===== src/rtl/sram_lw_pkg.sv =====
package sram_lw_pkg;
  localparam int LANE_W = 9;
  localparam int BEAT_W = 2;

  typedef enum logic [1:0] {
    OP_BANK_OFF = 2'd0,
    OP_IDLE     = 2'd1,
    OP_READ     = 2'd2,
    OP_WRITE    = 2'd3
  } op_e;
endpackage


===== src/rtl/sram_lw_decode.sv =====
module sram_lw_decode
  import sram_lw_pkg::*;
#(
  parameter bit POL_A = 1'b1,
  parameter bit POL_B = 1'b0
) (
  input  logic ce_n,
  input  logic sel_a,
  input  logic sel_b,
  input  logic burst_cont,
  input  logic wr_n,
  input  op_e  cur_op,
  output op_e  nxt_op,
  output logic load,
  output logic step
);
  logic sel_ok;

  always_comb begin
    sel_ok = (sel_a == POL_A) && (sel_b == POL_B);
    nxt_op = cur_op;
    load   = 1'b0;
    step   = 1'b0;
    if (!burst_cont) begin
      if (!sel_ok) begin
        nxt_op = OP_BANK_OFF;
      end else if (ce_n) begin
        nxt_op = OP_IDLE;
      end else begin
        load   = 1'b1;
        nxt_op = wr_n ? OP_READ : OP_WRITE;
      end
    end else if (cur_op == OP_READ || cur_op == OP_WRITE) begin
      step = 1'b1;
    end
  end
endmodule


===== src/rtl/sram_lw_burst.sv =====
module sram_lw_burst
  import sram_lw_pkg::*;
#(
  parameter int ADDR_W = 6
) (
  input  logic              clk,
  input  logic              rst_n,
  input  logic              load,
  input  logic              step,
  input  logic [ADDR_W-1:0] addr,
  output logic [ADDR_W-1:0] eff_addr
);
  logic [ADDR_W-1:0] base_q;
  logic [BEAT_W-1:0] cnt_q;
  logic [BEAT_W-1:0] low_sum;

  always_ff @(posedge clk or negedge rst_n) begin
    if (!rst_n) begin
      base_q <= '0;
      cnt_q  <= '0;
    end else if (load) begin
      base_q <= addr;
      cnt_q  <= '0;
    end else if (step) begin
      cnt_q <= cnt_q + 1'b1;
    end
  end

  assign low_sum  = base_q[BEAT_W-1:0] + cnt_q;
  assign eff_addr = {base_q[ADDR_W-1:BEAT_W], low_sum};
endmodule


===== src/rtl/sram_lw_array.sv =====
module sram_lw_array
  import sram_lw_pkg::*;
#(
  parameter int DATA_W = 36,
  parameter int ADDR_W = 6,
  parameter int LANES  = DATA_W / LANE_W
) (
  input  logic              clk,
  input  logic              wr_en,
  input  logic [LANES-1:0]  lane_en,
  input  logic [ADDR_W-1:0] addr,
  input  logic [DATA_W-1:0] wdata,
  output logic [DATA_W-1:0] rdata
);
  localparam int DEPTH = 1 << ADDR_W;

  for (genvar g = 0; g < LANES; g++) begin : g_lane
    logic [LANE_W-1:0] mem [DEPTH];

    always_ff @(posedge clk) begin
      if (wr_en && lane_en[g]) begin
        mem[addr] <= wdata[g*LANE_W +: LANE_W];
      end
    end

    assign rdata[g*LANE_W +: LANE_W] = mem[addr];
  end
endmodule


===== src/rtl/sram_lw_echo.sv =====
module sram_lw_echo
  import sram_lw_pkg::*;
(
  input  logic clk,
  input  logic rst_n,
  input  op_e  cur_op,
  output logic echo_oe
);
  always_ff @(posedge clk or negedge rst_n) begin
    if (!rst_n) begin
      echo_oe <= 1'b1;
    end else begin
      echo_oe <= (cur_op != OP_BANK_OFF);
    end
  end
endmodule


===== src/rtl/sram_lw_top.sv =====
module sram_lw_top
  import sram_lw_pkg::*;
#(
  parameter int DATA_W = 36,
  parameter int ADDR_W = 6,
  parameter bit POL_A  = 1'b1,
  parameter bit POL_B  = 1'b0,
  parameter int LANES  = DATA_W / LANE_W
) (
  input  logic              clk,
  input  logic              rst_n,
  input  logic              ce_n,
  input  logic              sel_a,
  input  logic              sel_b,
  input  logic              burst_cont,
  input  logic              wr_n,
  input  logic [LANES-1:0]  lane_wr_n,
  input  logic [ADDR_W-1:0] addr,
  input  logic [DATA_W-1:0] dq_i,
  output logic [DATA_W-1:0] dq_o,
  output logic              dq_oe,
  output logic              echo_oe
);
  op_e               op_q;
  op_e               nxt_op;
  logic              load;
  logic              step;
  logic [ADDR_W-1:0] eff_addr;
  logic [LANES-1:0]  lane_n_q;
  logic [DATA_W-1:0] rd_word;
  logic              wr_en;

  sram_lw_decode #(
    .POL_A(POL_A),
    .POL_B(POL_B)
  ) i_decode (
    .ce_n      (ce_n),
    .sel_a     (sel_a),
    .sel_b     (sel_b),
    .burst_cont(burst_cont),
    .wr_n      (wr_n),
    .cur_op    (op_q),
    .nxt_op    (nxt_op),
    .load      (load),
    .step      (step)
  );

  sram_lw_burst #(
    .ADDR_W(ADDR_W)
  ) i_burst (
    .clk     (clk),
    .rst_n   (rst_n),
    .load    (load),
    .step    (step),
    .addr    (addr),
    .eff_addr(eff_addr)
  );

  // Command state and the lane mask that belongs to the beat now in flight.
  always_ff @(posedge clk or negedge rst_n) begin
    if (!rst_n) begin
      op_q     <= OP_IDLE;
      lane_n_q <= '1;
    end else begin
      op_q     <= nxt_op;
      lane_n_q <= lane_wr_n;
    end
  end

  // The beat registered last edge is a write: its data arrives on this edge.
  assign wr_en = (op_q == OP_WRITE);

  sram_lw_array #(
    .DATA_W(DATA_W),
    .ADDR_W(ADDR_W),
    .LANES (LANES)
  ) i_array (
    .clk    (clk),
    .wr_en  (wr_en),
    .lane_en(~lane_n_q),
    .addr   (eff_addr),
    .wdata  (dq_i),
    .rdata  (rd_word)
  );

  assign dq_oe = (op_q == OP_READ);
  assign dq_o  = dq_oe ? rd_word : '0;

  sram_lw_echo i_echo (
    .clk    (clk),
    .rst_n  (rst_n),
    .cur_op (op_q),
    .echo_oe(echo_oe)
  );
endmodule


===== config.mk =====
export PLATFORM = sky130hd
export DESIGN_NAME = sram_lw_top
export DESIGN_NICKNAME = d
export VERILOG_FILES = /design/src/rtl/sram_lw_pkg.sv /design/src/rtl/sram_lw_decode.sv /design/src/rtl/sram_lw_burst.sv /design/src/rtl/sram_lw_array.sv /design/src/rtl/sram_lw_echo.sv /design/src/rtl/sram_lw_top.sv
export SDC_FILE = /design/constraint.sdc
export NUM_CORES = 2
export LEC_CHECK = 0
export ABC_AREA = 0
export BUFFER_PORTS_ARGS = -buffer_cell sky130_fd_sc_hd__buf_2
export CORE_MARGIN = 5
export CORE_UTILIZATION = 45
export DETAILED_ROUTE_END_ITERATION = 10
export PLACE_DENSITY_LB_ADDON = 0.25
export SLEW_MARGIN = 5
export SYNTH_ARGS = -nofsm -noshare
export SYNTH_HDL_FRONTEND = slang
export SYNTH_HIERARCHICAL = 1
export SYNTH_SLANG_ARGS = --single-unit
export TNS_END_PERCENT = 50

===== constraint.sdc =====
create_clock -name clk -period 6.9 [get_ports clk]
set_clock_uncertainty 0.2 [all_clocks]
set_input_delay 1.725 -clock clk [delete_from_list [all_inputs] [get_ports clk]]
set_output_delay 1.725 -clock clk [all_outputs]
set_load 0.05 [all_outputs]

==> summary.md <==
| Metric | Value |
|---|---|
| Status | `complete, no violations` |
| Starting Density | `45.3%` |
| Number of flops mapped to enable cells by yosys | `2304` |
| Hold Path Origin | `i_burst/base_q[1]` |
| Switching Fraction | `a little over a third` |
| Static leakage power | `~31 nW` |
| Synthesized cell area | `0.0895 sq mm` |
| Endpoint of the worst register-to-register path | `i_array/g_lane[0].mem[1][3]` |
| Sequential cell fraction of total power | `around 38%` |
| Post-route ant nets | `0` |
| Highest-count cells in the layout ignoring fill and taps | `sky130_fd_sc_hd__edfxtp_1 (2304), sky130_fd_sc_hd__nor2_1 (399), sky130_fd_sc_hd__a22oi_1 (384), sky130_fd_sc_hd__a221oi_1 (358), sky130_fd_sc_hd__clkbuf_16 (227)` |
| Post-detailed-route DRC marker count | `0` |
| Row count | `between 150 and 200` |
| Clk Tree Root Cell | `sky130_fd_sc_hd__clkbuf_16` |
| CTS Hold Buffers Added | `0` |
| Final Slew Violations | `0` |
| Share of total power in the clock network | `28.4%` |
| Crit path buffers/inverters | `4` |
| Final Cycle Share | `~100%` |
| Core area | `between 0.15 and 0.2 sq mm` |
| Launching element type of the critical path | `flop` |
| Input/output buffers | `90` |
| Largest fanout on the critical path | `10` |
| Max cap viols | `0` |
| Syn Area/Cell | `17.0 sq um` |
| Number of cells on the worst hold path | `1` |
| Congestion Overflow GR | `0` |
| Synth Warn # | `6` |
| Clock tree from TritonCTS | `done` |
| Dominant synthesized flop cell | `sky130_fd_sc_hd__edfxtp_1` |
| Setup repair after global routing missed its margin | `no` |
| Boundary Pins | `approximately 90` |
| Ordered cell list for the critical path | `xnor2_2 -> xnor2_4 -> buf_4 -> nor2_4 -> buf_4 -> buf_4 -> a21oi_1 -> o21ai_0 -> o21ai_0 -> a21oi_1 -> or4_1 -> and3b_1 -> buf_12` |
| Initial antenna violation count | `30` |
| Wire length per cell | `approximately 34 microns` |
| Filler cell count | `roughly 16000` |
| Setup slack at placement | `roughly 0.34 ns` |
| Starting DRT DRC Count | `7976` |
| Combined area of the multi-input logic cells | `about 0.018 sq mm` |
| Net count, final | `roughly 5400` |
| Smallest setup slack after layout | `around 0.034 ns` |
| Pwr dens | `between 400 and 500 mW/mm^2` |
| Post-synthesis to final-layout area growth | `12.6%` |
| CTS max path bufs | `3` |
| CP max stage cell | `sky130_fd_sc_hd__nor2_4` |
| Via count of the first global-routing pass | `just over 50000` |
| Global-route met1 utilization | `between 30% and 40%` |
| Die Outline Area | `between 0.2 and 0.25 sq mm` |
| Arrival time worst endpoint | `~4.9 ns` |
| Worst vdd ir | `0.000527 V` |
| Global-route wire length before repair | `around 390000 microns` |
| Met2 Use GR | `~40%` |
| Hold violation total from the final report | `0` |
| Post-synthesis sequential area ratio | `77.7%` |
| Area of all sequential standard cells | `~0.07 sq mm` |
| Post-route minimum period | `6.87 ns` |
| Worst Hold Path EP | `i_burst/base_q[1]` |
| Width of the chip | `around 460 microns` |
| Required @ worst endpoint | `a little under 5 ns` |
| Insertion delay of the later-clocked pin in the worst-skew pair | `0.86 ns` |
| Timing-limited maximum frequency | `approximately 150 MHz` |
| Crit Path Class | `reg2out` |
| Tightest Pin Transition | `1.36 ns` |
| Total routing usage reported by global routing | `around a quarter` |
| Total Routed Length | `between 200000 and 300000 microns` |
| Global routing's busiest layer | `met2` |
| Post-detailed-placement half-perimeter wirelength | `168000 microns` |
| Register-to-register setup slack | `between 1.5 and 2 ns` |
| Commonest non-fill, non-tap cell in the layout | `sky130_fd_sc_hd__edfxtp_1` |
| Pin count of the biggest net entering global routing | `about 100` |
| Setup TNS | `0 ns` |
| Overall via count from detail_route | `53600` |
| Total number of H-tree levels | `4` |
| Kind of end point of the critical path | `primary output` |
| Post-synthesis sequential element count | `between 2000 and 2500` |
| Instance count of the mapped netlist | `5256` |
| Number of cells on the worst reg-to-reg path | `6` |
| Slew HR | `approximately 8.7%` |
| Total number of clock tree sinks | `~2300` |
| Die Y | `about 460 microns` |
| Internal power | `roughly 27 mW` |
| First-pass DRT Iterations | `7` |
| CP delay by family, top | `simple AND/OR/NAND/NOR gates` |
| Clock slew seen by the registers of the worst setup and hold paths | `~0.060 ns` |
| Average via count per standard cell | `about 6.5` |
| Type of the tightest min-delay check | `reg2reg` |
| Count of different cell masters after synthesis | `69` |
| Startpoint of the most critical register-to-register path | `i_burst/cnt_q[1]` |
| Met3 Track Usage GR | `5.44%` |
| Share of cells above drive strength 1 | `roughly 15%` |
| Longest individual stage delay on the worst path | `around 0.76 ns` |
| Routability congestion estimate | `~0.85` |
| Clock buffers created by TritonCTS | `roughly 220` |
| Fraction of registers with async set or reset after synthesis | `less than 1%` |
| Critical path's most frequent cell | `sky130_fd_sc_hd__buf_4` |
| Final worst hold slack | `between 0.3 and 0.4 ns` |
| Synthesized Nets | `approximately 5300` |
| Combinational group share of total power | `34.0%` |
| Number of endpoints failing setup at the final stage | `0` |
| Switching pwr | `about 15 mW` |
## per-stage QoR
stage               instances  util (%)  total power, mW  instance area (sq um)
finish                   8226      51.0             41.4                 101000
global route             8217      51.0             42.6                 101000
CTS                      8190      50.9             41.2                 101000
detailed placement       7768      47.4             29.4                  93600
global placement         7768      47.4             29.4                  93600
floorplan                5256         -             23.6                  89500
## final cells by class
| type | instances | area share, % |
|---|---|---|
| sequential | 2319 | 69.0 |
| multi-input combinational | 2517 | 18.0 |
| inverter | 7 | 0.0335 |
| timing repair buffer | 307 | 2.74 |
| clock inverter | 132 | 1.06 |
| tap | 2640 | 3.28 |
| antenna | 24 | 0.0596 |
| clock buffer | 280 | 5.83 |
## flip-flops by register name, summed over array words and instances, names as in the netlist
signal              cells
i_array/g_lane.mem   2304
i_burst/base_q          6
i_burst/cnt_q           2
i_echo/echo_oe          1
lane_n_q                4
op_q                    2
## repair_timing
item                                   in CTS  in global routing
pin swaps                                   5                  2
endpoints found under the hold margin       0                  0
resized for setup                          12                  2
gates cloned                                4                  0
buffers inserted                            6                 12
setup endpoints to repair                  35                  7
## power by group through the flow
stage                     clock (mW)  combinational [mW]  sequential [mW]
after global placement             0                13.5             15.9
after detailed placement           0                13.6             15.9
after floorplan                    0                7.80             15.8
final                           11.7                14.1             15.6
after global routing            12.5                14.6             15.6
after CTS                       11.8                13.8             15.6
## metal layers
metal / share of wire, % / vias up
li1: - / 21900
met2: 46 / 3319
met4: 4.5 / 4
met1: 39 / 27900
met3: 10 / 563
met5: 0.0097 / -
## cell usage after synthesis (19+ instances only)
| master | n | share of area (%) |
|---|---|---|
| sky130_fd_sc_hd__a22o_1 | 71 | 0.69 |
| sky130_fd_sc_hd__and3b_1 | 38 | 0.37 |
| sky130_fd_sc_hd__mux4_2 | 54 | 1.4 |
| sky130_fd_sc_hd__nand4_1 | 25 | 0.17 |
| sky130_fd_sc_hd__a221oi_1 | 358 | 3.5 |
| sky130_fd_sc_hd__buf_4 | 40 | 0.34 |
| sky130_fd_sc_hd__a211oi_1 | 36 | 0.30 |
| sky130_fd_sc_hd__nor2_1 | 402 | 1.7 |
| sky130_fd_sc_hd__a31oi_1 | 20 | 0.14 |
| sky130_fd_sc_hd__o221ai_1 | 19 | 0.19 |
| sky130_fd_sc_hd__o21ai_0 | 229 | 1.3 |
| sky130_fd_sc_hd__a22oi_1 | 384 | 3.2 |
| sky130_fd_sc_hd__clkbuf_1 | 152 | 0.64 |
| sky130_fd_sc_hd__mux2i_1 | 141 | 1.6 |
| sky130_fd_sc_hd__nand2_1 | 101 | 0.42 |
| sky130_fd_sc_hd__mux2_2 | 115 | 1.4 |
| sky130_fd_sc_hd__buf_2 | 152 | 0.85 |
| sky130_fd_sc_hd__nand3_1 | 32 | 0.18 |
| sky130_fd_sc_hd__buf_1 | 61 | 0.26 |
| sky130_fd_sc_hd__edfxtp_1 | 2304 | 77 |
| sky130_fd_sc_hd__o22ai_1 | 124 | 0.87 |
| sky130_fd_sc_hd__nor3_1 | 21 | 0.12 |
| sky130_fd_sc_hd__a21oi_1 | 172 | 0.96 |
## worst max-delay path by stage
stage	startpoint	endpoint	slack, ns	cells past startpoint
after floorplan	i_burst/cnt_q[0]	dq_o[0]	2.03	11
after global placement	i_burst/cnt_q[0]	dq_o[35]	0.34	11
after detailed placement	i_burst/cnt_q[0]	dq_o[35]	0.34	11
after CTS	i_burst/cnt_q[0]	dq_o[9]	0.001	12
after global routing	i_burst/cnt_q[1]	dq_o[5]	0.02	13
final	i_burst/cnt_q[1]	dq_o[28]	0.03	13
## cells by family after synthesis
family / Yosys count / synth area share [%]
compound gates: 1489 / 11.9
buf+inv: 424 / 2.26
flops: 2319 / 77.7
fa+ha+maj: 1 / 0.0140
mux: 316 / 4.48
xor+xnor: 3 / 0.0294
simple gates: 704 / 3.60
Power figures use the tool's default switching activity.
